<file path="src/rtl/intc_pkg.sv">
package intc_pkg;
  localparam int unsigned CODE_W  = 32;
  localparam int unsigned INFO_W  = 64;
  localparam int unsigned VEC_W   = 64;
  localparam int unsigned NUM_CLS = 6;

  // class slots in the decoder; the general class must be last
  typedef enum logic [2:0] {
    CLS_CR_RD = 3'd0,
    CLS_CR_WR = 3'd1,
    CLS_DR_RD = 3'd2,
    CLS_DR_WR = 3'd3,
    CLS_EXC   = 3'd4,
    CLS_GEN   = 3'd5
  } cls_e;
endpackage

</file>
<file path="src/rtl/intc_range_sel.sv">
module intc_range_sel #(
  parameter int unsigned CODE_W = 32,
  parameter int unsigned VEC_W  = 64,
  parameter int unsigned BASE   = 0,
  parameter int unsigned SPAN   = 9
) (
  input  logic [CODE_W-1:0] code_i,
  input  logic [VEC_W-1:0]  vec_i,
  output logic              in_range_o,
  output logic              sel_bit_o
);
  localparam int unsigned IDX_W = $clog2(VEC_W);

  logic [CODE_W-1:0] rel;
  logic [IDX_W-1:0]  idx;

  // unsigned wrap makes codes below BASE compare as large
  always_comb begin
    rel        = code_i - CODE_W'(BASE);
    in_range_o = (rel < CODE_W'(SPAN));
    idx        = rel[IDX_W-1:0];
    sel_bit_o  = in_range_o & vec_i[idx];
  end
endmodule

</file>
<file path="src/rtl/intc_mask_regs.sv">
module intc_mask_regs
  import intc_pkg::*;
(
  input  logic             clk,
  input  logic             rst_n,
  input  logic             load_i,
  input  logic             clear_i,
  input  logic             ld_enable_i,
  input  logic [VEC_W-1:0] ld_gen_i,
  input  logic [15:0]      ld_cr_rd_i,
  input  logic [15:0]      ld_cr_wr_i,
  input  logic [15:0]      ld_dr_rd_i,
  input  logic [15:0]      ld_dr_wr_i,
  input  logic [31:0]      ld_exc_i,
  output logic             en_q,
  output logic [VEC_W-1:0] gen_q,
  output logic [15:0]      cr_rd_q,
  output logic [15:0]      cr_wr_q,
  output logic [15:0]      dr_rd_q,
  output logic [15:0]      dr_wr_q,
  output logic [31:0]      exc_q
);
  logic             en_d;
  logic [VEC_W-1:0] gen_d;
  logic [15:0]      cr_rd_d, cr_wr_d, dr_rd_d, dr_wr_d;
  logic [31:0]      exc_d;
  logic             mask_we;

  always_comb begin
    en_d    = en_q;
    gen_d   = gen_q;
    exc_d   = exc_q;
    mask_we = load_i;
    if (load_i) begin
      en_d  = ld_enable_i;
      gen_d = ld_gen_i;
      exc_d = ld_exc_i;
    end
    // guest exit wins over a coincident entry
    if (clear_i) begin
      en_d  = 1'b0;
      gen_d = '0;
      exc_d = '0;
    end
    cr_rd_d = mask_we ? ld_cr_rd_i : cr_rd_q;
    cr_wr_d = mask_we ? ld_cr_wr_i : cr_wr_q;
    dr_rd_d = mask_we ? ld_dr_rd_i : dr_rd_q;
    dr_wr_d = mask_we ? ld_dr_wr_i : dr_wr_q;
  end

  always_ff @(posedge clk or negedge rst_n) begin
    if (!rst_n) begin
      en_q    <= 1'b0;
      gen_q   <= '0;
      exc_q   <= '0;
      cr_rd_q <= '0;
      cr_wr_q <= '0;
      dr_rd_q <= '0;
      dr_wr_q <= '0;
    end else begin
      en_q    <= en_d;
      gen_q   <= gen_d;
      exc_q   <= exc_d;
      cr_rd_q <= cr_rd_d;
      cr_wr_q <= cr_wr_d;
      dr_rd_q <= dr_rd_d;
      dr_wr_q <= dr_wr_d;
    end
  end

  // clear leaves nothing that could request an exit
  p_clear_zeroes_r11: assert property (@(posedge clk) disable iff (!rst_n)
    clear_i |=> (!en_q && gen_q == '0 && exc_q == '0));

  // load without clear installs the supplied enable
  p_load_installs_r10: assert property (@(posedge clk) disable iff (!rst_n)
    (load_i && !clear_i) |=> (en_q == $past(ld_enable_i)));
endmodule

</file>
<file path="src/rtl/intc_class_decode.sv">
module intc_class_decode
  import intc_pkg::*;
#(
  parameter int unsigned CR_RD_BASE = 32'h000,
  parameter int unsigned CR_WR_BASE = 32'h010,
  parameter int unsigned DR_RD_BASE = 32'h020,
  parameter int unsigned DR_WR_BASE = 32'h030,
  parameter int unsigned EXC_BASE   = 32'h040,
  parameter int unsigned INTR_BASE  = 32'h060,
  parameter int unsigned MSR_CODE   = 32'h07C
) (
  input  logic [CODE_W-1:0] code_i,
  input  logic [VEC_W-1:0]  gen_i,
  input  logic [15:0]       cr_rd_i,
  input  logic [15:0]       cr_wr_i,
  input  logic [15:0]       dr_rd_i,
  input  logic [15:0]       dr_wr_i,
  input  logic [31:0]       exc_i,
  input  logic              msr_deny_i,
  output logic [NUM_CLS-1:0] cls_hit_o,
  output logic              hit_o
);
  localparam int unsigned CLS_BASE [NUM_CLS] =
    '{CR_RD_BASE, CR_WR_BASE, DR_RD_BASE, DR_WR_BASE, EXC_BASE, INTR_BASE};
  localparam int unsigned CLS_SPAN [NUM_CLS] = '{9, 9, 8, 8, 32, VEC_W};
  localparam int unsigned MSR_IDX  = MSR_CODE - INTR_BASE;

  logic [VEC_W-1:0]   vecs   [NUM_CLS];
  logic [NUM_CLS-1:0] in_rng;
  logic [NUM_CLS-1:0] sel;
  logic               special_any;
  logic               is_msr;

  always_comb begin
    vecs[CLS_CR_RD] = {{(VEC_W-16){1'b0}}, cr_rd_i};
    vecs[CLS_CR_WR] = {{(VEC_W-16){1'b0}}, cr_wr_i};
    vecs[CLS_DR_RD] = {{(VEC_W-16){1'b0}}, dr_rd_i};
    vecs[CLS_DR_WR] = {{(VEC_W-16){1'b0}}, dr_wr_i};
    vecs[CLS_EXC]   = {{(VEC_W-32){1'b0}}, exc_i};
    vecs[CLS_GEN]   = gen_i;
  end

  for (genvar g = 0; g < NUM_CLS; g++) begin : g_cls
    intc_range_sel #(
      .CODE_W(CODE_W), .VEC_W(VEC_W),
      .BASE(CLS_BASE[g]), .SPAN(CLS_SPAN[g])
    ) u_sel (
      .code_i    (code_i),
      .vec_i     (vecs[g]),
      .in_range_o(in_rng[g]),
      .sel_bit_o (sel[g])
    );
  end

  always_comb begin
    special_any = |in_rng[NUM_CLS-2:0];
    is_msr      = (code_i == CODE_W'(MSR_CODE));
    cls_hit_o   = in_rng;
    // general class only catches codes no ranged class claims
    cls_hit_o[CLS_GEN] = in_rng[CLS_GEN] & ~special_any;
    if (is_msr)
      hit_o = gen_i[MSR_IDX] & msr_deny_i;
    else
      hit_o = (|sel[NUM_CLS-2:0]) | (sel[CLS_GEN] & ~special_any);
  end
endmodule

</file>
<file path="src/rtl/intc_decide_top.sv">
module intc_decide_top
  import intc_pkg::*;
#(
  parameter int unsigned CR_RD_BASE = 32'h000,
  parameter int unsigned CR_WR_BASE = 32'h010,
  parameter int unsigned DR_RD_BASE = 32'h020,
  parameter int unsigned DR_WR_BASE = 32'h030,
  parameter int unsigned EXC_BASE   = 32'h040,
  parameter int unsigned INTR_BASE  = 32'h060,
  parameter int unsigned MSR_CODE   = 32'h07C
) (
  input  logic        clk,
  input  logic        rst_n,
  input  logic        load_i,
  input  logic        ld_enable_i,
  input  logic [63:0] ld_gen_i,
  input  logic [15:0] ld_cr_rd_i,
  input  logic [15:0] ld_cr_wr_i,
  input  logic [15:0] ld_dr_rd_i,
  input  logic [15:0] ld_dr_wr_i,
  input  logic [31:0] ld_exc_i,
  input  logic        clear_i,
  input  logic        chk_valid_i,
  input  logic [31:0] chk_code_i,
  input  logic [63:0] chk_param_i,
  input  logic        msr_deny_i,
  output logic        done_o,
  output logic        exit_o,
  output logic [31:0] exit_code_o,
  output logic [63:0] exit_info_o
);
  localparam int unsigned MSR_IDX = MSR_CODE - INTR_BASE;

  logic             en_q;
  logic [VEC_W-1:0] gen_q;
  logic [15:0]      cr_rd_q, cr_wr_q, dr_rd_q, dr_wr_q;
  logic [31:0]      exc_q;
  logic [NUM_CLS-1:0] cls_hit;
  logic             class_hit;

  logic              done_d, exit_d;
  logic [CODE_W-1:0] code_d, code_q;
  logic [INFO_W-1:0] info_d, info_q;
  logic              done_q, exit_q;

  intc_mask_regs u_regs (
    .clk(clk), .rst_n(rst_n),
    .load_i(load_i), .clear_i(clear_i),
    .ld_enable_i(ld_enable_i), .ld_gen_i(ld_gen_i),
    .ld_cr_rd_i(ld_cr_rd_i), .ld_cr_wr_i(ld_cr_wr_i),
    .ld_dr_rd_i(ld_dr_rd_i), .ld_dr_wr_i(ld_dr_wr_i),
    .ld_exc_i(ld_exc_i),
    .en_q(en_q), .gen_q(gen_q),
    .cr_rd_q(cr_rd_q), .cr_wr_q(cr_wr_q),
    .dr_rd_q(dr_rd_q), .dr_wr_q(dr_wr_q),
    .exc_q(exc_q)
  );

  intc_class_decode #(
    .CR_RD_BASE(CR_RD_BASE), .CR_WR_BASE(CR_WR_BASE),
    .DR_RD_BASE(DR_RD_BASE), .DR_WR_BASE(DR_WR_BASE),
    .EXC_BASE(EXC_BASE), .INTR_BASE(INTR_BASE), .MSR_CODE(MSR_CODE)
  ) u_dec (
    .code_i(chk_code_i), .gen_i(gen_q),
    .cr_rd_i(cr_rd_q), .cr_wr_i(cr_wr_q),
    .dr_rd_i(dr_rd_q), .dr_wr_i(dr_wr_q),
    .exc_i(exc_q), .msr_deny_i(msr_deny_i),
    .cls_hit_o(cls_hit), .hit_o(class_hit)
  );

  always_comb begin
    done_d = chk_valid_i;
    exit_d = chk_valid_i & en_q & class_hit;
    code_d = chk_valid_i ? chk_code_i  : code_q;
    info_d = chk_valid_i ? chk_param_i : info_q;
  end

  always_ff @(posedge clk or negedge rst_n) begin
    if (!rst_n) begin
      done_q <= 1'b0;
      exit_q <= 1'b0;
      code_q <= '0;
      info_q <= '0;
    end else begin
      done_q <= done_d;
      exit_q <= exit_d;
      code_q <= code_d;
      info_q <= info_d;
    end
  end

  assign done_o      = done_q;
  assign exit_o      = exit_q;
  assign exit_code_o = code_q;
  assign exit_info_o = info_q;

  // disabled intercepts never exit
  p_off_no_exit_r2: assert property (@(posedge clk) disable iff (!rst_n)
    (chk_valid_i && !en_q) |=> !exit_o);

  // exit only rides on a done strobe
  p_exit_with_done_r8: assert property (@(posedge clk) disable iff (!rst_n)
    exit_o |-> done_o);

  // done follows the request by one cycle
  p_done_follows_r8: assert property (@(posedge clk) disable iff (!rst_n)
    chk_valid_i |=> done_o);
  p_done_idle_r8: assert property (@(posedge clk) disable iff (!rst_n)
    !chk_valid_i |=> !done_o);

  // code and info captured from the request
  p_capture_r9: assert property (@(posedge clk) disable iff (!rst_n)
    chk_valid_i |=> (exit_code_o == $past(chk_code_i) &&
                     exit_info_o == $past(chk_param_i)));

  // the ranged classes are claimed by at most one decoder slot
  p_one_class_r6: assert property (@(posedge clk) disable iff (!rst_n)
    $onehot0(cls_hit));

  // MSR with its general bit clear never exits
  p_msr_gated_r7: assert property (@(posedge clk) disable iff (!rst_n)
    (chk_valid_i && chk_code_i == CODE_W'(MSR_CODE) && !gen_q[MSR_IDX])
      |=> !exit_o);
endmodule

</file>
<file path="config.mk">
export PLATFORM = sky130hd
export DESIGN_NAME = intc_decide_top
export DESIGN_NICKNAME = d
export VERILOG_FILES = /design/src/rtl/intc_pkg.sv /design/src/rtl/intc_range_sel.sv /design/src/rtl/intc_mask_regs.sv /design/src/rtl/intc_class_decode.sv /design/src/rtl/intc_decide_top.sv
export SDC_FILE = /design/constraint.sdc
export NUM_CORES = 1
export LEC_CHECK = 0
export ABC_CLOCK_PERIOD_IN_PS = 3300
export BUFFER_PORTS_ARGS = -buffer_cell sky130_fd_sc_hd__buf_2
export CAP_MARGIN = 10
export CORE_MARGIN = 10
export CORE_UTILIZATION = 40
export DETAILED_ROUTE_END_ITERATION = 7
export GPL_TIMING_DRIVEN = 0
export PLACE_DENSITY_LB_ADDON = 0.25
export SLEW_MARGIN = 10
export SYNTH_ARGS = -nofsm -noshare
export SYNTH_HDL_FRONTEND = slang
export SYNTH_SLANG_ARGS = --single-unit
</file>
<file path="constraint.sdc">
create_clock -name clk -period 3.3 [get_ports clk]
set_input_delay 0.66 -clock clk [delete_from_list [all_inputs] [get_ports clk]]
set_output_delay 0.66 -clock clk [all_outputs]
set_load 0.02 [all_outputs]
</file>
==> impl_metrics.py <==
metrics = {
    "outcome": {
        "status": "finished, final reports clean",
    },
    "clocking": {
        "cts-hold-fix-buffers": 0,
        "clk_pin_slew_worst_paths_ns": 0.06,
        "cts_tree": "yes",
        "cts.htree.levels": 1,
        "clockBufferDepth": 3,
        "cts.sinks": 259,
        "cts_root_buf": "clkbuf_16",
        "numCtsBuffers": 30,
        "clk_latency_ns": 0.59,
    },
    "floorplanning": {
        "die_h_um": 199,
        "core_mm2": 0.0316,
        "die_w_um": 199,
        "die_area_mm2": 0.0395,
        "initial_core_util_pct": 40.5,
        "num_rows": 65,
        "num_io_pins": 361,
    },
    "global_routing": {
        "grt_pass1_vias": 10319,
        "grt_usage_pct": 20.1,
        "grt_max_degree": 107,
        "grt_pass1_wl_um": 61500,
        "grt_overflow_total": 0,
        "antenna_found_initial": 10,
    },
    "placement": {
        "numPortBuffers": 343,
        "post-place-ws_ns": -1.07,
        "routabilityCongestion": 0.914,
        "dpl.hpwl_um": 31100,
    },
    "worst_setup_path": {
        "crit_type": "in2reg",
        "crit_path_max_fanout": 10,
        "crit_arrival_ns": 3.73,
        "cp.required_ns": 3.75,
        "reg2reg_depth": 6,
        "crit_path_end_kind": "flip-flop",
        "ff2ff_setup_slack_ns": 0.93,
        "startpoint_type": "primary input",
    },
    "timing": {
        "worst_slack_ns": 0.0169,
        "min_period_ns": 3.28,
        "fmax_mhz": 305,
        "hold_slack_ns": 0.0271,
        "max_slew_margin_pct": 32.1,
        "skew_ns": 0.0447,
        "finalCritPeriodShare_pct": 99.5,
        "tightest_slew_ns": 1.02,
        "setup_violations": 0,
        "rsz0062_at_grt": "false",
        "finalHoldViolations": 0,
        "maxSlewViolCount": 0,
    },
    "cells_and_area": {
        "final_common_cell": "buf_2",
        "fillers": 2804,
        "layout-drive-gt1-share_pct": 46.9,
        "multiInputGateArea_mm2": 0.00602,
        "register_area_mm2": 0.00648,
        "area_growth_pct": 26.5,
        "layout_common_cells": "356 x buf_2, 259 x dfrtp_1, 161 x mux2_2",
        "layout.nets": 1645,
    },
    "yosys": {
        "synth_compound_area_share_pct": 3.45,
        "synth_nets": 1269,
        "syn_area_per_cell_um2": 12.9,
        "synthArstFlopShare_pct": 100,
        "synthAdderAreaFrac_pct": 1.08,
        "synthMuxAreaShare_pct": 30.1,
        "syn_area_mm2": 0.0128,
        "synth_top_family_by_area": "multiplexers",
        "synth_edf_count": 0,
        "synth_ff_type": "dfrtp_1",
        "synthTopCellsByArea": "dfrtp_1 51%, mux2_2 14%, mux4_2 8.1%",
        "synth.distinct_cells": 66,
        "yosys.area_share.simple_pct": 10.3,
        "yosysWarningCount": 0,
        "synthCells": 995,
        "synth_seq_cells": 259,
        "synth_top_area_share_pct": 50.7,
        "ys_seq_area_share_pct": 50.7,
        "synthXorXnorAreaFrac_pct": 1.51,
        "synth_top_area_cell": "dfrtp_1",
    },
    "hold_path": {
        "hold_class": "in2async",
    },
    "route": {
        "drt-initial-drc-count": 549,
        "drc": 0,
        "firstDrtPassIters": 5,
        "wl_per_cell_um": 22.6,
        "drt-total-wl_um": 40600,
        "postRouteAntennaNets": 0,
        "num_vias": 9611,
        "viasPerCell": 5.35,
    },
    "run": {
        "maxCapViolCount": 0,
    },
    "power_and_ir_drop": {
        "power_leakage_nw": 7.42,
        "ir_worst_vdd_uv": 470,
        "p_per_area_mw_per_mm2": 510,
    },
}
critical path: stages:
cell	delay, ns
buf_2	0.14
buf_2	0.20
clkbuf_4	0.23
inv_4	0.12
ha_4	0.18
nor3b_4	0.28
nand3_4	0.15
a2111oi_4	0.36
and3_1	0.23
nand4_1	0.15
or4_1	0.48
o221a_1	0.29
a31oi_2	0.25
registers in the layout, summed over array words and instances, names as in the netlist:
| register | cells |
|---|---|
| u_regs.cr_wr_q | 16 |
| u_regs.dr_wr_q | 16 |
| u_regs.exc_q | 32 |
| u_regs.dr_rd_q | 16 |
| exit_code_o | 32 |
| u_regs.gen_q | 64 |
| u_regs.cr_rd_q | 16 |
| u_regs.en_q | 1 |
| done_o | 1 |
| exit_info_o | 64 |
| exit_o | 1 |
metal layers:
layer | track usage (%) | vias up | routed length [um]
li1 | - | 4399 | -
met1 | 25.1 | 4808 | 16400
met2 | 33.8 | 330 | 20200
met3 | 4.98 | 64 | 2900
met4 | 5.54 | 10 | 981
met5 | 0 | - | 75
power breakdown:
| part | total, mW | switching [mW] | internal [mW] |
|---|---|---|---|
| logic | 1.36 | 0.742 | 0.613 |
| clock network | 3.32 | 1.31 | 2.01 |
| registers | 3.57 | 0.132 | 3.44 |
| total | 8.25 | 2.19 | 6.07 |
layout make-up:
type / instances / area share [%]
clock buffers: 43 / 5.50
clock inverters: 7 / 0.704
well taps: 402 / 3.11
plain buffers: 76 / 2.09
flip-flops and latches: 259 / 40.1
multi-input cells: 652 / 37.2
repair buffers: 346 / 11.1
diodes: 5 / 0.0774
inverters: 6 / 0.155
final timing paths:
path / start / to
setup / recovery: chk_code_i[4] / exit_o$_DFF_PN0_
hold / removal: rst_n / u_regs.dr_rd_q[8]$_DFFE_PN0P_
setup reg to reg: u_regs.exc_q[31]$_DFFE_PN0P_ / exit_o$_DFF_PN0_
hold reg to reg: exit_code_o[10]$_DFFE_PN0P_ / exit_code_o[10]$_DFFE_PN0P_
max in group asynchronous: rst_n / exit_code_o[21]$_DFFE_PN0P_
min in group clk: chk_valid_i / done_o$_DFF_PN0_
synthesized netlist by cell type, types with 5 or more instances:
| master | number |
|---|---|
| a21oi_1 | 13 |
| a22oi_1 | 9 |
| buf_1 | 10 |
| buf_2 | 14 |
| buf_4 | 6 |
| clkbuf_1 | 47 |
| dfrtp_1 | 259 |
| ha_1 | 11 |
| inv_1 | 6 |
| mux2_2 | 161 |
| mux2i_1 | 100 |
| mux4_2 | 46 |
| nand2_1 | 19 |
| nand3_1 | 12 |
| nand4_1 | 12 |
| nor2_1 | 120 |
| nor3_1 | 18 |
| nor4_1 | 17 |
| o31ai_1 | 5 |
| or4_1 | 5 |
| xnor2_1 | 10 |
| xor2_1 | 12 |
kinds of logic (layout without fill, tap and decap cells):
kind of cell / count (synthesis) / in the layout
DFF: 259 / 259
muxes: 307 / 307
xor gates and xnor gates: 22 / 22
adders and majority gates: 11 / 11
buffers and inverters: 84 / 478
other: 0 / 5
and+or+nand+nor: 252 / 252
AOI/OAI and AO/OA: 60 / 60
stage by stage:
| step | TNS [ns] | cells | power [mW] | utilization, % | instance area (um^2) |
|---|---|---|---|---|---|
| floorplan | 0 | 995 | 4.39 | - | 12800 |
| CTS | 0 | 1792 | 8.37 | 51.1 | 16100 |
| global route | 0 | 1794 | 8.63 | 51.2 | 16200 |
| global placement | -844.17 | 1740 | 4.96 | 47.6 | 15000 |
| finish | 0 | 1796 | 8.25 | 51.2 | 16200 |
| detailed placement | -1.07 | 1742 | 4.99 | 47.8 | 15100 |
timing repair:
action                                  4_1_cts  5_1_grt
pin swaps                                     0        1
resized for setup                             9       10
setup buffers                                 1        0
endpoints found under the setup margin        1        1
Power figures use the tool's default switching activity.
